==> config.mk <==
export PLATFORM = sky130hd
export DESIGN_NAME = lpwm_timer
export DESIGN_NICKNAME = d
export VERILOG_FILES = /design/src/rtl/lpwm_pkg.sv /design/src/rtl/lpwm_regs.sv /design/src/rtl/lpwm_prescaler.sv /design/src/rtl/lpwm_wr_track.sv /design/src/rtl/lpwm_counter.sv /design/src/rtl/lpwm_timer.sv
export SDC_FILE = /design/constraint.sdc
export NUM_CORES = 1
export LEC_CHECK = 0
export ABC_AREA = 1
export BUFFER_PORTS_ARGS = -buffer_cell sky130_fd_sc_hd__buf_2
export CAP_MARGIN = 30
export CELL_PAD_IN_SITES_DETAIL_PLACEMENT = 0
export CELL_PAD_IN_SITES_GLOBAL_PLACEMENT = 1
export CORE_MARGIN = 2
export CORE_UTILIZATION = 45
export DETAILED_ROUTE_END_ITERATION = 16
export PLACE_DENSITY_LB_ADDON = 0.15
export SLEW_MARGIN = 30
export SYNTH_ARGS = -nofsm -noshare
export SYNTH_HDL_FRONTEND = slang
export SYNTH_SLANG_ARGS = --single-unit
==> constraint.sdc <==
create_clock -name clk -period 4.5 [get_ports clk]
set_clock_uncertainty 0.15 [all_clocks]
set_input_delay 0 -clock clk [delete_from_list [all_inputs] [get_ports clk]]
set_output_delay 0 -clock clk [all_outputs]
set_load 0.03 [all_outputs]
==> src/rtl/lpwm_pkg.sv <==
package lpwm_pkg;

  localparam int ADDR_W = 3;

  // register word offsets
  localparam logic [ADDR_W-1:0] A_STAT   = 3'd0;
  localparam logic [ADDR_W-1:0] A_FCLR   = 3'd1;
  localparam logic [ADDR_W-1:0] A_SETUP  = 3'd2;
  localparam logic [ADDR_W-1:0] A_CTRL   = 3'd3;
  localparam logic [ADDR_W-1:0] A_THRESH = 3'd4;
  localparam logic [ADDR_W-1:0] A_WRAP   = 3'd5;

  // control bit positions
  localparam int CTRL_EN = 0;
  localparam int CTRL_GO = 2;

  // status / clear bit positions, also tracker indices
  localparam int FLG_THR  = 0;
  localparam int FLG_WRAP = 1;
  localparam int N_FLG    = 2;

  // write-to-complete latency in prescaled ticks
  localparam int DONE_LAT = 2;

endpackage

==> src/rtl/lpwm_regs.sv <==
module lpwm_regs
  import lpwm_pkg::*;
#(
  parameter int CNT_W = 16,
  parameter int PSC_W = 3
) (
  input  logic              clk,
  input  logic              rst_n,
  input  logic              wr_en,
  input  logic [ADDR_W-1:0] addr,
  input  logic [CNT_W-1:0]  wdata,
  input  logic [N_FLG-1:0]  done,
  output logic              en_q,
  output logic              go_q,
  output logic [PSC_W-1:0]  psc_q,
  output logic              pol_q,
  output logic [CNT_W-1:0]  wrap_sh,
  output logic [CNT_W-1:0]  thr_sh,
  output logic [N_FLG-1:0]  arm,
  output logic              start_p,
  output logic              stop_p,
  output logic [CNT_W-1:0]  rdata
);

  logic             en_d, go_d, pol_d;
  logic [PSC_W-1:0] psc_d;
  logic [CNT_W-1:0] wrap_d, thr_d;
  logic [N_FLG-1:0] flg_q, flg_d, clr;
  logic             wr_ctrl, wr_setup, wr_fclr;

  always_comb begin
    wr_ctrl  = wr_en && (addr == A_CTRL);
    wr_setup = wr_en && (addr == A_SETUP) && !en_q;
    wr_fclr  = wr_en && (addr == A_FCLR);
    arm[FLG_THR]  = wr_en && (addr == A_THRESH) && en_q;
    arm[FLG_WRAP] = wr_en && (addr == A_WRAP) && en_q;
    start_p  = wr_ctrl && wdata[CTRL_EN] && wdata[CTRL_GO] && en_q && !go_q;
    stop_p   = wr_ctrl && !wdata[CTRL_EN];
    clr      = wr_fclr ? wdata[N_FLG-1:0] : '0;
  end

  always_comb begin
    en_d   = en_q;
    go_d   = go_q;
    psc_d  = psc_q;
    pol_d  = pol_q;
    wrap_d = wrap_sh;
    thr_d  = thr_sh;
    if (wr_ctrl) begin
      en_d = wdata[CTRL_EN];
      go_d = wdata[CTRL_EN] && (go_q || (wdata[CTRL_GO] && en_q));
    end
    if (wr_setup) begin
      psc_d = wdata[PSC_W-1:0];
      pol_d = wdata[PSC_W];
    end
    if (arm[FLG_THR])  thr_d  = wdata;
    if (arm[FLG_WRAP]) wrap_d = wdata;
    // a completion in the same cycle as a clear wins
    flg_d = (flg_q & ~clr) | done;
  end

  always_ff @(posedge clk or negedge rst_n) begin
    if (!rst_n) begin
      en_q    <= 1'b0;
      go_q    <= 1'b0;
      psc_q   <= '0;
      pol_q   <= 1'b0;
      wrap_sh <= '0;
      thr_sh  <= '0;
      flg_q   <= '0;
    end else begin
      en_q    <= en_d;
      go_q    <= go_d;
      psc_q   <= psc_d;
      pol_q   <= pol_d;
      wrap_sh <= wrap_d;
      thr_sh  <= thr_d;
      flg_q   <= flg_d;
    end
  end

  always_comb begin
    rdata = '0;
    unique case (addr)
      A_STAT:   rdata[N_FLG-1:0] = flg_q;
      A_SETUP:  rdata[PSC_W:0]   = {pol_q, psc_q};
      A_CTRL: begin
        rdata[CTRL_EN] = en_q;
        rdata[CTRL_GO] = go_q;
      end
      A_THRESH: rdata = thr_sh;
      A_WRAP:   rdata = wrap_sh;
      default:  rdata = '0;
    endcase
  end

endmodule

==> src/rtl/lpwm_prescaler.sv <==
module lpwm_prescaler #(
  parameter int PSC_W = 3
) (
  input  logic             clk,
  input  logic             rst_n,
  input  logic             en,
  input  logic             sync_clr,
  input  logic [PSC_W-1:0] psc,
  output logic             tick
);

  localparam int PRE_W = (1 << PSC_W) - 1;

  logic [PRE_W-1:0] pre_q, pre_d, mask;

  always_comb begin
    for (int i = 0; i < PRE_W; i++) begin
      mask[i] = (i < int'(psc));
    end
  end

  always_comb begin
    if (!en || sync_clr) pre_d = '0;
    else                 pre_d = pre_q + 1'b1;
    tick = en && ((pre_q & mask) == mask);
  end

  always_ff @(posedge clk or negedge rst_n) begin
    if (!rst_n) pre_q <= '0;
    else        pre_q <= pre_d;
  end

endmodule

==> src/rtl/lpwm_wr_track.sv <==
module lpwm_wr_track #(
  parameter int LAT = 2
) (
  input  logic clk,
  input  logic rst_n,
  input  logic arm,
  input  logic tick,
  input  logic clr,
  output logic done
);

  localparam int W = $clog2(LAT + 1);
  localparam logic [W-1:0] LAT_V = W'(LAT);
  localparam logic [W-1:0] ONE_V = W'(1);

  logic [W-1:0] left_q, left_d;

  always_comb begin
    left_d = left_q;
    if (clr)                          left_d = '0;
    else if (arm)                     left_d = LAT_V;
    else if (tick && left_q != '0)    left_d = left_q - 1'b1;
    done = tick && (left_q == ONE_V) && !arm && !clr;
  end

  always_ff @(posedge clk or negedge rst_n) begin
    if (!rst_n) left_q <= '0;
    else        left_q <= left_d;
  end

endmodule

==> src/rtl/lpwm_counter.sv <==
module lpwm_counter #(
  parameter int CNT_W = 16
) (
  input  logic             clk,
  input  logic             rst_n,
  input  logic             go,
  input  logic             tick,
  input  logic             clr,
  input  logic             pol,
  input  logic [CNT_W-1:0] wrap_sh,
  input  logic [CNT_W-1:0] thr_sh,
  output logic [CNT_W-1:0] cnt_q,
  output logic [CNT_W-1:0] wrap_act,
  output logic [CNT_W-1:0] thr_act,
  output logic             pwm_out
);

  logic [CNT_W-1:0] cnt_d, wrap_d, thr_d;
  logic             at_top, load;

  always_comb begin
    at_top = (cnt_q == wrap_act);
    load   = !go || (tick && at_top);
    if (clr || !go)  cnt_d = '0;
    else if (tick)   cnt_d = at_top ? '0 : cnt_q + 1'b1;
    else             cnt_d = cnt_q;
    wrap_d = load ? wrap_sh : wrap_act;
    thr_d  = load ? thr_sh  : thr_act;
    pwm_out = pol ^ (go && (cnt_q > thr_act));
  end

  always_ff @(posedge clk or negedge rst_n) begin
    if (!rst_n) begin
      cnt_q    <= '0;
      wrap_act <= '0;
      thr_act  <= '0;
    end else begin
      cnt_q    <= cnt_d;
      wrap_act <= wrap_d;
      thr_act  <= thr_d;
    end
  end

endmodule

==> src/rtl/lpwm_timer.sv <==
module lpwm_timer
  import lpwm_pkg::*;
#(
  parameter int CNT_W = 16,
  parameter int PSC_W = 3
) (
  input  logic              clk,
  input  logic              rst_n,
  input  logic              wr_en,
  input  logic [ADDR_W-1:0] addr,
  input  logic [CNT_W-1:0]  wdata,
  output logic [CNT_W-1:0]  rdata,
  output logic              pwm_out
);

  logic             rst_m_n, rst_s_n;
  logic             en_q, go_q, pol_q, start_p, stop_p, tick;
  logic [PSC_W-1:0] psc_q;
  logic [PSC_W:0]   cfg_q;
  logic [CNT_W-1:0] wrap_sh, thr_sh, cnt_q, wrap_act, thr_act;
  logic [N_FLG-1:0] arm, done;

  // asynchronous assert, synchronous release
  always_ff @(posedge clk or negedge rst_n) begin
    if (!rst_n) begin
      rst_m_n <= 1'b0;
      rst_s_n <= 1'b0;
    end else begin
      rst_m_n <= 1'b1;
      rst_s_n <= rst_m_n;
    end
  end

  assign cfg_q = {pol_q, psc_q};

  lpwm_regs #(.CNT_W(CNT_W), .PSC_W(PSC_W)) u_regs (
    .clk(clk), .rst_n(rst_s_n), .wr_en(wr_en), .addr(addr), .wdata(wdata),
    .done(done), .en_q(en_q), .go_q(go_q), .psc_q(psc_q), .pol_q(pol_q),
    .wrap_sh(wrap_sh), .thr_sh(thr_sh), .arm(arm), .start_p(start_p),
    .stop_p(stop_p), .rdata(rdata)
  );

  lpwm_prescaler #(.PSC_W(PSC_W)) u_psc (
    .clk(clk), .rst_n(rst_s_n), .en(en_q), .sync_clr(start_p | stop_p),
    .psc(psc_q), .tick(tick)
  );

  for (genvar g = 0; g < N_FLG; g++) begin : g_trk
    lpwm_wr_track #(.LAT(DONE_LAT)) u_trk (
      .clk(clk), .rst_n(rst_s_n), .arm(arm[g]), .tick(tick),
      .clr(stop_p), .done(done[g])
    );
  end

  lpwm_counter #(.CNT_W(CNT_W)) u_cnt (
    .clk(clk), .rst_n(rst_s_n), .go(go_q), .tick(tick), .clr(stop_p),
    .pol(pol_q), .wrap_sh(wrap_sh), .thr_sh(thr_sh), .cnt_q(cnt_q),
    .wrap_act(wrap_act), .thr_act(thr_act), .pwm_out(pwm_out)
  );

endmodule

==> results.toml, run 1 <==
[run_status]
outcome = "completed"

[synth]
syn-num-nets = 785
post_synth.cell_area_avg_um2 = 7.59
post_synth_instance_area_mm2 = 0.00563
synth-seq-cells = 101
sequential_share_of_the_synthesized_area_pct = 44.9
yosysWarningCount = 0
synth_cell_types = 34
post_synthesis_cell_count = 741

[floorplanning]
design.core.area_mm2 = 0.0121
initial_core_utilization_pct = 46.5
die_width_um = 116
core.rowCount = 40
chipHeight_um = 116
fp.dieArea_mm2 = 0.0134
design.portCount = 39

[sta]
worstMarginPinSlew_ns = 0.740
tns_ns = 0
max-slew-margin-rel_pct = 50.6
setup-violations-final = 0
hold_violations = 0
final_critical_delay_including_setup_and_external_delays_ns = 2.65
final.period_utilization_pct = 58.8
final-max-slew-violation-count = 0
timing.fmax_mhz = 378
grt_setup_unrepaired = "false"

[cts]
clock_insertion_delay_worst_skew_ns = 0.35
numClockSinks = 101
ctsRootBufferMaster = "clkbuf_16"
cts.path.max_buffers = 2
cts-resized-gates = 0
cts-buffers-inserted = 9
clkTransAtPathRegs_ns = 0.07
htree_levels = 3
tritoncts = "yes"

[critical_path]
cpPeakStageDelay_ns = 0.48
critical_path_arrival_ns = 2.79
crit_path_cell_chain = "inv_1 -> nand2_1 -> a21oi_1 -> nand2_1 -> a21oi_4 -> nand3_4 -> nand2_4 -> nand2_1 -> nand2_1"
critical_path.endpoint_type = "register"
timing.setup.critical_path_class = "reg2reg"
crit_path_max_fanout = 33
cp-start-kind = "register"
critPathBufInv = 1
worst_path_dominant_cell_family = "simple AND/OR/NAND/NOR gates"
crit_slowest_cell = "a21oi_4"
critical-path-top-cell-by-count = "nand2_1"
crit_required_ns = 4.64

[cells_and_area]
drive_above_1_share_pct = 10.1
area_growth_pct = 15.4
stdcell_count = 969
num_antenna_cells = 0
numnets_final = 840

[detailed_routing]
vias_per_cell = 4.96
drcViolationCount = 0
drtPass1Iterations = 5
drt-total-wl_mm = 13.4
ant_nets = 0
avgRoutedWirePerCell_um = 13.8
first_iter_violations = 336
dr_total_vias = 4803

[min_path]
min_path_type = "in2reg"

[global_route]
grt_first_pass_wirelength_mm = 23.0
global_route.overflow_total = 0
grt_usage_pct = 22.0
grt_max_degree = 75
antenna_found_initial = 0
grt_pass1_vias = 4613

[placement]
port_buffers = 38
global_placer_s_final_weighted_congestion = 0.882
detailedPlacementHpwl_mm = 9.54
dp_cells = 926

[pwr]
p_leak_nw = 3.43
worst_ir_drop_vdd_uv = 276
total_power_divided_by_cell_area_mw_per_mm2 = 453

[flow_run]
max_cap_viol_count = 0
==> final cells by class <==
| cell class | instances | area, um^2 |
|---|---|---|
| repair buffers | 67 | 494 |
| fillers | 1238 | 5620 |
| flip-flops and latches | 101 | 2530 |
| well taps | 168 | 210 |
| multi-input cells | 516 | 2590 |
| inverters | 101 | 379 |
| clock buffers | 10 | 239 |
| clock inverters | 6 | 52.6 |
==> through the flow <==
stage | util [%] | power [mW] | instance area, um^2 | setup WS [ns] | hold slack [ns]
after CTS | 53.3 | 2.97 | 6450 | 1.82 | 0.00717
after detailed placement | 48.8 | 2.17 | 5910 | 1.84 | -0.361
after global placement | 48.8 | 2.13 | 5910 | 1.95 | -0.365
after global routing | 53.6 | 3.18 | 6490 | 1.53 | 0.0683
final | 53.6 | 2.94 | 6490 | 1.85 | 0.0280
after floorplan | - | 1.95 | 5630 | 1.33 | -0.446
==> tightest hold or removal path, stage by stage <==
cell and delay, ns:
buf_2 0.13, inv_1 0.11, nand4_1 0.11, o21ai_0 0.08, nand2_1 0.07
==> layer usage <==
layer	global-route usage, %	up-vias	wire length, um
met5	0	-	0
met4	4.68	0	142
met3	4.97	7	671
met2	33.3	101	5830
met1	32.5	2235	6710
li1	-	2460	-
==> cells in the mapped netlist (all sizes together) <==
master	instances	area, um^2
o21a	1	7.51
o21ai	45	225
ha	22	275
inv	101	379
a21oi	13	76.3
o21bai	1	7.51
xor2	10	87.6
and2	1	6.26
nand2	270	1020
nor4	1	6.26
o2111ai	3	26.3
clkbuf	6	22.5
buf	17	111
mux2	12	135
nor3	4	31.3
nand3	51	268
nor2	49	199
dfrtp	101	2530
or2	1	6.26
conb	1	3.75
nand3b	1	7.51
xnor2	2	17.5
a22oi	1	7.51
nand4	27	169
==> final timing paths <==
path | start | to | slack [ns] | cells past startpoint
max reg2reg | u_regs.psc_q[1] | u_cnt.wrap_act[1] | 1.85 | 9
min reg2reg | rst_s_n | u_regs.thr_sh[11] | 0.10 | 0
max | u_regs.psc_q[1] | u_cnt.wrap_act[1] | 1.85 | 9
max in group asynchronous | rst_s_n | u_cnt.thr_act[6] | 3.12 | 2
min | addr[1] | u_regs.flg_q[1] | 0.03 | 5
min in group asynchronous | rst_s_n | u_regs.thr_sh[11] | 0.10 | 0
==> flip-flops by register name, summed over array words and instances (netlist names) <==
register,count
g_trk.u_trk.left_q,4
rst_m_n,1
rst_s_n,1
u_cnt.cnt_q,16
u_cnt.thr_act,16
u_cnt.wrap_act,16
u_psc.pre_q,7
u_regs.en_q,1
u_regs.flg_q,2
u_regs.go_q,1
u_regs.pol_q,1
u_regs.psc_q,3
u_regs.thr_sh,16
u_regs.wrap_sh,16
==> logic make-up after synthesis <==
group / count (synthesis) / synth area share (%)
buffers and inverters: 124 / 9.12
AO/OA/AOI/OAI: 64 / 6.23
multiplexers: 12 / 2.40
flip-flops: 101 / 44.9
other: 1 / 0.0666
AND/OR/NAND/NOR: 405 / 30.5
XOR/XNOR: 12 / 1.87
adder cells (fa/ha/maj): 22 / 4.89
==> cell usage in the layout (no fill, tap or decap), types with 2 or more instances in the layout <==
master / instances
a21oi_1: 12
buf_2: 38
buf_4: 2
clkbuf_16: 9
dfrtp_1: 100
dlygate4sd3_1: 25
ha_1: 22
inv_1: 99
inv_2: 2
inv_8: 2
mux2_2: 12
nand2_1: 268
nand3_1: 50
nand4_1: 27
nor2_1: 47
nor2_4: 2
nor3_1: 3
o2111ai_1: 3
o21ai_0: 45
xnor2_1: 2
xor2_1: 10
==> repair_timing <==
action                                 in CTS  in global routing
hold buffers                               25                  0
buffers inserted                            0                  0
endpoints found under the hold margin      42                  0
==> where the power goes <==
group / switching [mW] / internal [mW] / total (mW)
Clock: 0.366 / 0.400 / 0.766
Sequential: 0.188 / 1.14 / 1.32
Combinational: 0.529 / 0.323 / 0.852
No activity file was read; power rests on OpenSTA's default activity.
==> run 2: changes to the inputs <==
- clock period: 4.5 -> 2.5 ns (I/O delays scaled with it)
==> run 2 against run 1 <==
Final area grew 0.15%. Power is 84% higher. Sequential cell count unchanged. Die area is the same. Hold slack gained 0.084 ns. Cell count grew 0.21%. Worst setup slack got worse by 1.7 ns. Core utilization up 0.083 points. Largest cell class unchanged. Sequential share of layout area shrank 0.060 points. First-iteration DRC count decreased by 2.7%. Combinational power grew 85%.
==> results.toml, run 2 (synthesis results as in run 1) <==
[cts]
ctsRootBufferMaster = "clkbuf_16"
cts.path.max_buffers = 2
cts-buffers-inserted = 9
clkTransAtPathRegs_ns = 0.08
clock_insertion_delay_worst_skew_ns = 0.35
numClockSinks = 101
post-cts-setup-buffers = 0
tritoncts = "yes"
htree_levels = 3

[detailed_routing]
avgRoutedWirePerCell_um = 14.3
drcViolationCount = 0
first_iter_violations = 327
vias_per_cell = 4.97
dr_total_vias = 4823
drt-total-wl_mm = 13.9
ant_nets = 0
drtPass1Iterations = 5

[placement]
placement.cell_area_mm2 = 0.00598
port_buffers = 38
dp_cells = 933
detailedPlacementHpwl_mm = 10.0
placement.setup.worst_slack_ns = 0.294
global_placer_s_final_weighted_congestion = 0.929

[critical_path]
timing.setup.critical_path_class = "reg2out"
crit_required_ns = 2.35
critical_path_arrival_ns = 2.18
critical_path.endpoint_type = "output port"
crit_path_max_fanout = 5
cp-start-kind = "register"

[pwr]
worst_ir_drop_vdd_uv = 568
total_power_divided_by_cell_area_mw_per_mm2 = 835
p_leak_nw = 3.44
fin_total_pwr_mw = 5.43

[global_route]
antenna_found_initial = 0
global_route.overflow_total = 0
grt_first_pass_wirelength_mm = 23.6
grt_usage_pct = 22.6
grt_pass1_vias = 4789
grt_max_degree = 40

[floorplanning]
design.core.area_mm2 = 0.0121
core.rowCount = 40
die_width_um = 116
initial_core_utilization_pct = 46.5
fp.dieArea_mm2 = 0.0134
design.portCount = 39
chipHeight_um = 116

[cells_and_area]
fin_util_pct = 53.7
multi_input_area_mm2 = 0.00259
numnets_final = 842
layout_common_cells = "268 x nand2_1, 100 x dfrtp_1, 99 x inv_1"
most_frequent_standard_cell_in_the_layout_excluding_fill_and_tap_cells = "nand2_1"
area_growth_pct = 15.6
sequential_cell_area_mm2 = 0.00253
num_antenna_cells = 0
drive_above_1_share_pct = 10.6
design_area_mm2 = 0.00650
fillers = 1191
stdcell_count = 971

[sta]
timing.fmax_mhz = 429
final_critical_delay_including_setup_and_external_delays_ns = 2.33
final_critical_path_setup_slack_ns = 0.171
tns_ns = 0
setup-violations-final = 0
final-max-slew-violation-count = 0
grt_setup_unrepaired = "false"
final.period_utilization_pct = 93.2
hold_violations = 0
whs_ns = 0.112
worstMarginPinSlew_ns = 0.825
max-slew-margin-rel_pct = 44.9

[run_status]
outcome = "completed"

[min_path]
min_path_type = "reg2async"

[flow_run]
max_cap_viol_count = 0
## run 2: power by group
| part | total, mW | internal, mW | switching (mW) |
|---|---|---|---|
| combinational | 1.58 | 0.576 | 0.999 |
| sequential | 2.39 | 2.05 | 0.342 |
| clock | 1.47 | 0.799 | 0.667 |
## run 2: final timing paths
check	from	endpoint	slack (ns)	depth (start not counted)
worst max-delay path	u_cnt.cnt_q[9]	pwm_out	0.17	10
worst min-delay path	rst_s_n	u_regs.wrap_sh[7]	0.11	0
worst max register to register	u_cnt.cnt_q[2]	u_cnt.cnt_q[4]	0.27	9
worst min register to register	rst_s_n	u_regs.wrap_sh[7]	0.11	0
max in group asynchronous	rst_s_n	u_psc.pre_q[4]	1.31	1
min in group clk	rst_m_n	rst_s_n	0.21	0
## run 2: area by class of cell
type / count / area share [%]
clock buffers: 10 / 3.52
clock inverters: 6 / 1.17
inverters: 101 / 5.83
multi-input cells: 516 / 39.8
flip-flops and latches: 101 / 38.9
well taps: 168 / 3.23
repair buffers: 69 / 7.54
## run 2: repair_timing
item | 4_1_cts | 5_1_grt
resized for setup | 0 | 0
hold endpoints to repair | 43 | 0
hold buffers | 22 | 0
## run 2: worst max-delay path, stage by stage (launching register included)
cell     delay (ns)
dfrtp_1        0.40
buf_4          0.17
ha_1           0.31
a21oi_1        0.16
o21ai_0        0.12
a21oi_1        0.19
nand2_1        0.13
nand2_1        0.08
nand2_1        0.04
nand2_1        0.05
buf_2          0.18
## run 2: metal layers
layer | track usage (%) | routed length [um] | vias up | part of all wire (%)
met3 | 4.86 | 499 | 10 | 3.6
met5 | 0 | 0 | - | 0
li1 | - | - | 2453 | -
met1 | 33.4 | 7080 | 2280 | 51
met2 | 34.5 | 6160 | 80 | 44
met4 | 5.00 | 182 | 0 | 1.3
==> run 3: changes to the inputs <==
- GPL_ROUTABILITY_DRIVEN: not set -> 0
- clock period: 2.5 -> 2.6 ns (I/O delays scaled with it)
==> run 3 against run 2 <==
First-iteration DRC count decreased by 19%. Non-clock buffer count unchanged. Hold slack improved by 0.039 ns. Cell count unchanged. Power decreased by 4.1%. Via count decreased by 0.21%. Sequential power decreased by 4%. Combinational power decreased by 5%. Final area unchanged. Global-route usage increased by 0.28 points. Die area unchanged. Sequential share of layout area unchanged. Largest cell class unchanged. Largest power group unchanged.
==> results.toml, run 3 (synthesis results as in run 1) <==
[sta]
max-slew-margin-rel_pct = 60.1
final.period_utilization_pct = 89.4
tns_ns = 0
whs_ns = 0.151
worstMarginPinSlew_ns = 0.597
final_critical_path_setup_slack_ns = 0.275
final-max-slew-violation-count = 0
hold_violations = 0
setup-violations-final = 0
timing.fmax_mhz = 430
grt_setup_unrepaired = "false"
final_critical_delay_including_setup_and_external_delays_ns = 2.33

[min_path]
min_path_type = "reg2async"

[critical_path]
crit_path_max_fanout = 5
critPathBufInv = 2
cpPeakStageDelay_ns = 0.39
critical_path_arrival_ns = 2.18
rr_startpoint = "u_cnt.cnt_q[2]"
worst_path_dominant_cell_family = "compound AO/OA/AOI/OAI gates"
crit_required_ns = 2.45
critical-path-top-cell-by-count = "nand2_1"
worst-r2r-setup-slack_ns = 0.40
crit_slowest_cell = "dfrtp_1"
critical_path.endpoint_type = "output port"
regToRegEndpoint = "u_cnt.cnt_q[3]"
timing.setup.critical_path_class = "reg2out"
rr_worst_depth = 9
cp-start-kind = "register"
crit_path_cell_chain = "buf_4 -> ha_1 -> a21oi_1 -> o21ai_0 -> a21oi_1 -> nand2_1 -> nand2_1 -> nand2_1 -> nand2_1 -> buf_2"

[cells_and_area]
numnets_final = 842
drive_above_1_share_pct = 10.6
area_growth_pct = 15.6
fillers = 1204
most_frequent_standard_cell_in_the_layout_excluding_fill_and_tap_cells = "nand2_1"
num_antenna_cells = 0
layout_common_cells = "268 x nand2_1, 100 x dfrtp_1, 99 x inv_1"
design_area_mm2 = 0.00650

[detailed_routing]
drt-total-wl_mm = 13.8
avgRoutedWirePerCell_um = 14.3
first_iter_violations = 265
drcViolationCount = 0
ant_nets = 0
dr_total_vias = 4813
drtPass1Iterations = 4
vias_per_cell = 4.96

[cts]
tritoncts = "yes"
clock_insertion_delay_worst_skew_ns = 0.36
htree_levels = 3
ctsRootBufferMaster = "clkbuf_16"
post-cts-setup-buffers = 0
cts.path.max_buffers = 2
clkTransAtPathRegs_ns = 0.08
cts-resized-gates = 0
numClockSinks = 101
cts-buffers-inserted = 9

[flow_run]
max_cap_viol_count = 0

[pwr]
fin_total_pwr_mw = 5.21
p_leak_nw = 3.44
total_power_divided_by_cell_area_mw_per_mm2 = 801
worst_ir_drop_vdd_uv = 431

[placement]
detailedPlacementHpwl_mm = 9.95
port_buffers = 38
placement.setup.worst_slack_ns = 0.393
placement.cell_area_mm2 = 0.00598

[floorplanning]
core.rowCount = 40
fp.dieArea_mm2 = 0.0134
chipHeight_um = 116
design.portCount = 39
design.core.area_mm2 = 0.0121
die_width_um = 116
initial_core_utilization_pct = 46.5

[global_route]
grt_first_pass_wirelength_mm = 23.7
global_route.overflow_total = 0
antenna_found_initial = 0
grt_usage_pct = 22.9
grt_pass1_vias = 4665
grt_max_degree = 40

[run_status]
outcome = "completed"
[run 3: through the flow]
step	instances	util (%)
final	971	53.7
after global routing	971	53.7
after CTS	971	53.7
after detailed placement	933	49.3
after global placement	933	49.3
after floorplan	741	-
[run 3: where the power goes]
part	total [mW]	internal (mW)	switching [mW]	leakage (nW)
sequential	2.30	1.97	0.335	1.27
combinational	1.50	0.552	0.952	2.02
clock	1.40	0.766	0.634	0.150
total	5.21	3.29	1.92	3.44
[run 3: layout make-up]
type,instances,area (um^2),share of cell area [%]
Clock inverter,6,76.3,1.17
Inverter,101,379,5.83
Multi-Input combinational cell,516,2590,39.8
Tap cell,168,210,3.23
Sequential cell,101,2530,38.9
Timing Repair Buffer,69,490,7.54
Clock buffer,10,229,3.52
[run 3: metal layers]
metal / up-vias / wire [um] / global-route usage, % / part of all wire [%]
met5: - / 0 / 0 / 0
met1: 2240 / 6990 / 34.2 / 51
li1: 2463 / - / - / -
met4: 0 / 161 / 5.63 / 1.2
met2: 100 / 6010 / 33.3 / 43
met3: 10 / 680 / 6.17 / 4.9
[run 3: repair_timing]
action                                  in CTS  in global routing
endpoints found under the setup margin       0                  0
endpoints found under the hold margin       42                  0
hold buffers                                22                  0
[run 3: worst reg2reg max path, cell delays in order, from the launching register on]
cell     delay, ns
dfrtp_1       0.54
inv_1         0.08
nand2_1       0.06
nand2_1       0.05
nor2_1        0.12
nand2_1       0.08
nor2_1        0.27
nand2_1       0.45
nand4_1       0.22
nand2_1       0.07
[run 3: worst max path at each step]
stage	start	end	slack, ns	depth (start not counted)
after floorplan	rst_s_n	g_trk[0].u_trk.left_q[0]	0.75	0
after global routing	u_cnt.cnt_q[9]	pwm_out	0.12	10
after detailed placement	u_cnt.cnt_q[2]	u_cnt.cnt_q[3]	0.39	9
after global placement	u_cnt.cnt_q[2]	u_cnt.cnt_q[10]	0.42	9
final	u_cnt.cnt_q[9]	pwm_out	0.27	10
after CTS	u_cnt.cnt_q[9]	pwm_out	0.25	10
